===== config.mk =====
export PLATFORM = sky130hd
export DESIGN_NAME = gpio_par_top
export DESIGN_NICKNAME = d
export VERILOG_FILES = /design/src/rtl/gpio_par_pkg.sv /design/src/rtl/gpio_par_front.sv /design/src/rtl/gpio_par_outregs.sv /design/src/rtl/gpio_par_insamp.sv /design/src/rtl/gpio_par_top.sv
export SDC_FILE = /design/constraint.sdc
export NUM_CORES = 1
export LEC_CHECK = 0
export ABC_AREA = 1
export CORE_MARGIN = 2
export CORE_UTILIZATION = 38
export DETAILED_ROUTE_END_ITERATION = 16
export PLACE_DENSITY = 0.77
export SYNTH_ARGS = -nofsm -noshare
export SYNTH_HDL_FRONTEND = slang
export SYNTH_SLANG_ARGS = --single-unit

===== constraint.sdc =====
create_clock -name clk_i -period 1.75 [get_ports clk_i]
set_input_delay 0.525 -clock clk_i [delete_from_list [all_inputs] [get_ports clk_i]]
set_output_delay 0.525 -clock clk_i [all_outputs]
set_load 0.1 [all_outputs]

===== src/rtl/gpio_par_pkg.sv =====
`timescale 1ns/1ps
package gpio_par_pkg;
  localparam int unsigned DEC_W = 8;
  localparam logic [DEC_W-1:0] OFS_DATA = 8'h00;
  localparam logic [DEC_W-1:0] OFS_DIR  = 8'h04;

  typedef struct packed {
    logic             vld;
    logic             wr;
    logic [DEC_W-1:0] ofs;
  } aphase_t;

  // parity bit that completes a word whose reduction-xor is red
  function automatic logic par_fill(input logic red, input logic odd);
    return red ^ odd;
  endfunction
endpackage


===== src/rtl/gpio_par_front.sv =====
`timescale 1ns/1ps
module gpio_par_front
  import gpio_par_pkg::*;
(
  input  logic             clk_i,
  input  logic             rst_ni,
  input  logic             hsel_i,
  input  logic             hready_i,
  input  logic [1:0]       htrans_i,
  input  logic             hwrite_i,
  input  logic [DEC_W-1:0] haddr_i,
  output logic             wr_data_o,
  output logic             wr_dir_o,
  output logic             rd_data_o,
  output logic             rd_dir_o
);
  aphase_t ap_d, ap_q;
  logic    unused_trans;

  assign unused_trans = htrans_i[0];

  always_comb begin
    ap_d.vld = hsel_i & hready_i & htrans_i[1];
    ap_d.wr  = hwrite_i;
    ap_d.ofs = haddr_i;
  end

  always_ff @(posedge clk_i or negedge rst_ni) begin
    if (!rst_ni) ap_q <= '0;
    else         ap_q <= ap_d;
  end

  // data-phase strobes
  always_comb begin
    wr_data_o = ap_q.vld &  ap_q.wr & (ap_q.ofs == OFS_DATA);
    wr_dir_o  = ap_q.vld &  ap_q.wr & (ap_q.ofs == OFS_DIR);
    rd_data_o = ap_q.vld & ~ap_q.wr & (ap_q.ofs == OFS_DATA);
    rd_dir_o  = ap_q.vld & ~ap_q.wr & (ap_q.ofs == OFS_DIR);
  end
endmodule


===== src/rtl/gpio_par_outregs.sv =====
`timescale 1ns/1ps
module gpio_par_outregs
  import gpio_par_pkg::*;
#(
  parameter int unsigned DW = 16
) (
  input  logic          clk_i,
  input  logic          rst_ni,
  input  logic          wr_data_i,
  input  logic          wr_dir_i,
  input  logic [DW-1:0] wdata_i,
  input  logic          par_odd_i,
  output logic [DW-1:0] data_o,
  output logic [DW-1:0] dir_o,
  output logic [DW:0]   pin_o
);
  logic [DW-1:0] data_q, dir_q, drv;

  always_ff @(posedge clk_i or negedge rst_ni) begin
    if (!rst_ni) begin
      data_q <= '0;
      dir_q  <= '0;
    end else begin
      if (wr_data_i) data_q <= wdata_i;
      if (wr_dir_i)  dir_q  <= wdata_i;
    end
  end

  for (genvar g = 0; g < DW; g++) begin : g_pin
    assign drv[g] = dir_q[g] & data_q[g];
  end

  assign pin_o  = {par_fill(^drv, par_odd_i), drv};
  assign data_o = data_q;
  assign dir_o  = dir_q;
endmodule


===== src/rtl/gpio_par_insamp.sv =====
`timescale 1ns/1ps
module gpio_par_insamp #(
  parameter int unsigned DW = 16
) (
  input  logic          clk_i,
  input  logic          rst_ni,
  input  logic [DW:0]   pin_i,
  input  logic          par_odd_i,
  input  logic          fault_i,
  output logic [DW-1:0] in_o,
  output logic          err_o
);
  logic [DW-1:0] in_q;
  logic          err_q, bad;

  assign bad = (^pin_i) != par_odd_i;

  always_ff @(posedge clk_i or negedge rst_ni) begin
    if (!rst_ni) begin
      in_q  <= '0;
      err_q <= 1'b0;
    end else begin
      in_q  <= pin_i[DW-1:0];
      err_q <= bad | fault_i;
    end
  end

  assign in_o  = in_q;
  assign err_o = err_q;
endmodule


===== src/rtl/gpio_par_top.sv =====
`timescale 1ns/1ps
module gpio_par_top
  import gpio_par_pkg::*;
#(
  parameter int unsigned DW = 16,
  parameter int unsigned BW = 32
) (
  input  logic          clk_i,
  input  logic          rst_ni,
  input  logic [BW-1:0] haddr_i,
  input  logic [1:0]    htrans_i,
  input  logic          hwrite_i,
  input  logic          hsel_i,
  input  logic          hready_i,
  input  logic [BW-1:0] hwdata_i,
  input  logic [DW:0]   pin_in_i,
  input  logic          par_odd_i,
  input  logic          fault_inj_i,
  output logic          hreadyout_o,
  output logic [BW-1:0] hrdata_o,
  output logic [DW:0]   pin_out_o,
  output logic          par_err_o
);
  logic          wr_data, wr_dir, rd_data, rd_dir;
  logic [DW-1:0] data_w, dir_w, in_w;
  logic          unused_bus;

  assign unused_bus = ^{haddr_i[BW-1:DEC_W], hwdata_i[BW-1:DW]};

  gpio_par_front u_front (
    .clk_i     (clk_i),
    .rst_ni    (rst_ni),
    .hsel_i    (hsel_i),
    .hready_i  (hready_i),
    .htrans_i  (htrans_i),
    .hwrite_i  (hwrite_i),
    .haddr_i   (haddr_i[DEC_W-1:0]),
    .wr_data_o (wr_data),
    .wr_dir_o  (wr_dir),
    .rd_data_o (rd_data),
    .rd_dir_o  (rd_dir)
  );

  gpio_par_outregs #(.DW(DW)) u_out (
    .clk_i     (clk_i),
    .rst_ni    (rst_ni),
    .wr_data_i (wr_data),
    .wr_dir_i  (wr_dir),
    .wdata_i   (hwdata_i[DW-1:0]),
    .par_odd_i (par_odd_i),
    .data_o    (data_w),
    .dir_o     (dir_w),
    .pin_o     (pin_out_o)
  );

  gpio_par_insamp #(.DW(DW)) u_in (
    .clk_i     (clk_i),
    .rst_ni    (rst_ni),
    .pin_i     (pin_in_i),
    .par_odd_i (par_odd_i),
    .fault_i   (fault_inj_i),
    .in_o      (in_w),
    .err_o     (par_err_o)
  );

  always_comb begin
    hrdata_o = '0;
    if (rd_data)     hrdata_o[DW-1:0] = (in_w & ~dir_w) | (data_w & dir_w);
    else if (rd_dir) hrdata_o[DW-1:0] = dir_w;
  end

  assign hreadyout_o = 1'b1;
endmodule


# Yosys cells after proc, flatten, opt, wreduce, memory -nomap -nowiden
# Index checks and enable logic that the tools add are counted.
# classes
muxes	2
reduce_logical	3
n_eq_ne	2
bitwise_logic	31
# op_table
cell	n
$and 16x16->16	2
$mux 16	2
$and 1x1->1	24
$reduce_xor 17->1	1
$not 16->16	1
$or 16x16->16	1
$reduce_xor 16->1	1
$eq 8x3->1 const B	1
$logic_not 8->1	1
$ne 1x1->1	1
$not 1->1	1
$or 1x1->1	1
$xor 1x1->1	1
# totals
out_inout_bits	51
wordCells	45
reg_bits	59
input_bits	90

# Logic depth before layout (Yosys ltp)
# logic_depth
ltp_word	5
ltp_mapped	13
ltp_nobuf	13

# Modules after synthesis
# From an unflattened synthesis, not the netlist that was laid out.
# hier_totals
hier_cells	467
area_unflattened_um2	3489.6
# by_module_without_submodules
mod	cells_each	area_each_um2	seq_area_each_um2	instances
gpio_par_outregs	176	1649.1	800.8	1
gpio_par_insamp	107	809.5	425.4	1
gpio_par_top	152	693.2	0.0	1
gpio_par_front	32	337.8	250.2	1

# Worst setup path before layout
# Ideal clock, no wire load.
# synth_path
path_kind	register to output
start	register u_out.dir_q[13] (netlist: u_out.dir_o[13])
end	output hrdata_o[13]
slack_ns	-1.444
stages_incl_launch_ff	5
n_path_buf	0
arrival_time_ns	2.669
required_time_ns	1.225
path_cell_list	dfrtp_1 nand2_1 inv_1 a21oi_1 o22ai_1
# synth_via
elab_chain_cells	4
word_cells_on_any_way	6
classes_between	mux (2); bitwise (4)
# synth_rtl
element	line	rtl
start: declaration	gpio_par_outregs.sv:17	logic [DW-1:0] data_q, dir_q, drv;
start signal: assignment	gpio_par_outregs.sv:25	if (wr_dir_i) dir_q <= wdata_i;
$not 16->16	gpio_par_top.sv:68	if (rd_data) hrdata_o[DW-1:0] = (in_w & ~dir_w) | (data_w & dir_w);
$and 16x16->16	gpio_par_top.sv:68	
$or 16x16->16	gpio_par_top.sv:68	
$mux 16 *	gpio_par_top.sv:68	
end: declaration	gpio_par_top.sv:20	output logic [BW-1:0] hrdata_o,
# Every way passes the cells marked *; elsewhere a longest branch is shown, timed or not.

# Worst setup path in the final report
# layout_path
start	register u_out.data_q[9] (netlist: u_out.data_o[9])
end	output pin_out_o[16]
# layout_via
elab_chain_cells	3
# layout_rtl
element	line	rtl
start: declaration	gpio_par_outregs.sv:17	
start signal: assignment	gpio_par_outregs.sv:24	if (wr_data_i) data_q <= wdata_i;
$and 1x1->1	gpio_par_outregs.sv:30	assign drv[g] = dir_q[g] & data_q[g];
$reduce_xor 16->1	gpio_par_outregs.sv:33	assign pin_o = {par_fill(^drv, par_odd_i), drv};
$xor 1x1->1	gpio_par_pkg.sv:15	return red ^ odd;
end: declaration	gpio_par_top.sv:21	output logic [DW:0] pin_out_o,
# No other way between the ends.

==> insert_results.sql <==
INSERT INTO impl_metrics (metric_group, metric, value, unit) VALUES
('run_status', 'run_status', 'complete, but fails checks', ''),
('run_status', 'violations', 'setup timing', ''),
('clocking', 'clockBufferDepth', '2', ''),
('setup_path', 'crit_path_max_fanout', '3', ''),
('global_routing', 'aggregate_global_routing_overflow', '0', ''),
('finish', 'insertedDiodeCount', '0', ''),
('timing', 'setup_repair_after_global_routing_missed_its_margin', 'true', ''),
('detailed_routing', 'drt_first_iter_violations', '80', ''),
('setup_path', 'critPathArrivalTime', '1.92', 'ns'),
('detailed_routing', 'postRouteAntennaNets', '0', ''),
('setup_path', 'slowest_stage', 'sky130_fd_sc_hd__dfrtp_1', ''),
('setup_path', 'worst_setup_path_start_kind', 'flip-flop', ''),
('setup_path', 'worst_setup_path_end_kind', 'output port', ''),
('detailed_routing', 'post_route_wl', '8630', 'um'),
('logic_synthesis', 'synth.avg_cell_area', '7.87', 'um^2'),
('global_routing', 'grt_start_max_net_pins', '60', ''),
('finish', 'nNetsFinal', '639', ''),
('detailed_routing', 'detailedRoute.firstPassIterationCount', '4', ''),
('finish', 'final-instance-count-excl-fill', '656', ''),
('placed_design', 'placed_cells', '620', ''),
('placed_design', 'placement.io_buffers', '82', ''),
('timing', 'post-route-min-period', '2.44', 'ns'),
('power_and_ir_drop', 'report.power.total', '0.00374', 'W'),
('floorplanning', 'core_ar', '7810', 'um^2'),
('timing', 'skew', '0.0101', 'ns'),
('power_and_ir_drop', 'power.density_cell_area', '666', 'nW/um^2'),
('logic_synthesis', 'synth_warnings', '0', ''),
('detailed_routing', 'num_vias', '3016', ''),
('floorplanning', 'die-area', '8860', 'um^2'),
('setup_path', 'cell_with_the_most_instances_on_the_worst_path', 'sky130_fd_sc_hd__nand2_1', ''),
('finish', 'areaGrowthSynthToFinish', '82.2', '%'),
('timing', 'final.setup.tns', '-11.96', 'ns'),
('timing', 'final_hold_viol_count', '0', ''),
('timing', 'fmax', '410', 'MHz'),
('clocking', 'clock_tree.htree_level_count', '3', ''),
('timing', 'setup-violations-final', '26', ''),
('detailed_routing', 'detail_route.drc_violations', '0', ''),
('logic_synthesis', 'netlist-cell-type-count', '24', ''),
('clocking', 'clkTransAtPathRegs', '0.07', 'ns'),
('clocking', 'cts_made_buffers', '9', ''),
('timing', 'final_count_of_pins_violating_max_slew', '0', ''),
('floorplanning', 'fp.dieH', '94.1', 'um'),
('setup_path', 'timing.setup.critical_path_class', 'flip-flop to output port', ''),
('clocking', 'tritoncts', 'done', ''),
('flow_run', 'max_cap_viol_count', '0', ''),
('timing', 'min_period_over_period', '139', '%'),
('clocking', 'source_to_sink_clock_delay_at_the_later_pin_of_the_worst_skew_pair', '0.33', 'ns'),
('setup_path', 'required', '1.22', 'ns'),
('floorplanning', 'initial_core_util', '39.5', '%'),
('logic_synthesis', 'synth_seq_area_share', '47.9', '%'),
('placed_design', 'place.detailed.hpwl', '6190', 'um'),
('finish', 'fraction_of_final_layout_cells_with_drive_strength_greater_than_1', '37.4', '%'),
('detailed_routing', 'vias_cell', '4.60', ''),
('logic_synthesis', 'postSynthRegisterBits', '59', ''),
('hold_path', 'min_path_type', 'input port to async pin', ''),
('floorplanning', 'design.portCount', '141', ''),
('global_routing', 'global_route_wire_length_before_repair', '14100', 'um'),
('global_routing', 'grt_usage', '20.7', '%'),
('placed_design', 'gpl.final_weighted_congestion', '0.781', ''),
('timing', 'finalWorstSetupSlack', '-0.690', 'ns'),
('logic_synthesis', 'post_synth_inst_count', '392', ''),
('power_and_ir_drop', 'p_leak', '2.91', 'nW'),
('clocking', 'clock_root_buffer', 'sky130_fd_sc_hd__clkbuf_8', ''),
('power_and_ir_drop', 'vdd_drop_max', '404', 'uV'),
('floorplanning', 'die_width', '94.1', 'um'),
('global_routing', 'grt_antenna_before_repair', '0', ''),
('detailed_routing', 'avgRoutedWirePerCell', '13.2', 'um'),
('setup_path', 'critical_path.cell_chain', 'nand2_2, clkinvlp_4, nand2_1, nand2_1, nand2_2, nand2_4, inv_2, nor2_1, nor2_1, nand2_1, nand3_2, nand2_8, buf_12', ''),
('floorplanning', 'placementRows', '32', ''),
('logic_synthesis', 'mapped_cell_area', '3090', 'um^2'),
('setup_path', 'critical-path-max-stage-delay', '0.40', 'ns'),
('global_routing', 'number_of_global_route_vias_before_repair', '3158', ''),
('clocking', 'cts_sinks', '59', '');
==> routing by layer <==
layer / global-route usage, % / part of all wire (%) / vias to the layer above
met5: 0 / 0 / -
met1: 22.9 / 38 / 1435
met3: 4.33 / 4.5 / 9
met2: 39.3 / 56 / 80
met4: 5.80 / 1.1 / 0
li1: - / - / 1492
==> synth_stat cells <==
cell type                    n  share of area (%)
sky130_fd_sc_hd__and3_1      1               0.20
sky130_fd_sc_hd__buf_2       2               0.32
sky130_fd_sc_hd__buf_4      18                4.4
sky130_fd_sc_hd__clkbuf_2    1               0.16
sky130_fd_sc_hd__dfrtp_1    59                 48
sky130_fd_sc_hd__conb_1      2               0.24
sky130_fd_sc_hd__o21ai_1    11                1.8
sky130_fd_sc_hd__nor2_1      8               0.97
sky130_fd_sc_hd__nand2_2     2               0.41
sky130_fd_sc_hd__buf_6       3                1.1
sky130_fd_sc_hd__clkbuf_8    1               0.45
sky130_fd_sc_hd__nand3b_1    1               0.24
sky130_fd_sc_hd__inv_1      65                7.9
sky130_fd_sc_hd__o21ai_0    13                2.1
sky130_fd_sc_hd__o21ai_2     8                2.3
sky130_fd_sc_hd__xnor2_1     9                2.6
sky130_fd_sc_hd__nand3_1     8                1.3
sky130_fd_sc_hd__xor2_1      6                1.7
sky130_fd_sc_hd__or2_4       1               0.28
sky130_fd_sc_hd__nor3_2      1               0.32
sky130_fd_sc_hd__a21oi_1    16                2.6
sky130_fd_sc_hd__nand2_1   139                 17
sky130_fd_sc_hd__o22ai_1    16                3.2
sky130_fd_sc_hd__nor4_4      1               0.69
==> state kept, by name, summed over array words and instances (netlist names) <==
register	flops
u_out.dir_o	16
u_in.in_o	16
u_in.err_o	1
u_out.data_o	16
u_front.ap_q	10
==> critical path: cells and delay by family (launching register included) <==
family / cells / cell delay (ns)
buffers and inverters: 3 / 0.34
DFF: 1 / 0.40
and+or+nand+nor: 10 / 0.86
==> cell usage in the layout, fill, tap and decap left out, drive strengths merged <==
| cell | synthesis | routed |
|---|---|---|
| o21ai | 32 | 32 |
| nor4 | 1 | 1 |
| clkdlybuf4s50 | 0 | 45 |
| clkinv | 0 | 2 |
| inv | 65 | 49 |
| and3 | 1 | 1 |
| clkbuf | 2 | 11 |
| nand3 | 8 | 8 |
| bufinv | 0 | 2 |
| conb | 2 | 17 |
| dfrtp | 59 | 59 |
| o22ai | 16 | 16 |
| a21oi | 16 | 16 |
| xor2 | 6 | 6 |
| nand3b | 1 | 1 |
| clkinvlp | 0 | 19 |
| nor2 | 8 | 8 |
| xnor2 | 9 | 9 |
| nand2 | 141 | 141 |
| dlymetal6s2s | 0 | 2 |
| or2 | 1 | 1 |
| buf | 23 | 107 |
| nor3 | 1 | 1 |
==> cells by family (layout without fill, tap and decap cells) <==
logic type | after synthesis | in the layout | synth area share [%]
other | 2 | 17 | 0.243
xor gates and xnor gates | 15 | 15 | 4.26
DFF | 59 | 59 | 47.9
buffers and inverters | 90 | 237 | 14.3
and+or+nand+nor | 162 | 162 | 21.3
AOI/OAI and AO/OA | 64 | 64 | 12.0
==> per-stage QoR <==
| step | utilization (%) | setup slack [ns] | hold WS (ns) | instance area [um^2] |
|---|---|---|---|---|
| finish | 72.0 | -0.690 | 0.165 | 5620 |
| global route | 72.0 | -0.823 | 0.204 | 5620 |
| CTS | 68.8 | -0.702 | 0.194 | 5370 |
| detailed placement | 64.7 | -0.432 | 0.471 | 5050 |
| global placement | 64.7 | -0.286 | 0.467 | 5050 |
| floorplan | - | -0.593 | 0.229 | 3510 |
==> timing repair <==
item / in CTS / in global routing
buffers inserted: 10 / 17
setup endpoints to repair: 29 / 38
cloned: 0 / 2
resized for setup: 21 / 30
pin swaps: 14 / 29
hold buffers: 0 / 0
==> layout make-up <==
class	count	area (um^2)
multi-input cells	258	1590
well taps	102	128
clock buffers	9	124
flip-flops and latches	59	1480
inverters	65	304
fillers	533	2190
clock inverters	7	92.6
repair buffers	156	1900
==> final timing paths <==
check | startpoint | to | slack [ns] | cells after the start
worst max-delay path | u_out.data_o[9]$_DFFE_PN0P_ | pin_out_o[16] | -0.69 | 13
worst min register to register | u_out.data_o[15]$_DFFE_PN0P_ | u_out.data_o[15]$_DFFE_PN0P_ | 0.51 | 2
max in group asynchronous | rst_ni | u_front.ap_q[3]$_DFF_PN0_ | 1.28 | 2
worst min-delay path | rst_ni | u_in.in_o[2]$_DFF_PN0_ | 0.17 | 2
min in group clk_i | pin_in_i[12] | u_in.in_o[12]$_DFF_PN0_ | 0.37 | 1
worst max register to register | u_front.ap_q[4]$_DFF_PN0_ | u_out.data_o[9]$_DFFE_PN0P_ | 0.08 | 9
==> report_power, final <==
group	switching, W	internal [W]	leakage [nW]	total, W
combinational	0.000610	0.000346	2.21	0.000956
clock	0.000559	0.000796	0.101	0.00135
sequential	0.0000249	0.00141	0.597	0.00143
total	0.00119	0.00255	2.91	0.00374
No activity file was read; power rests on OpenSTA's default activity.
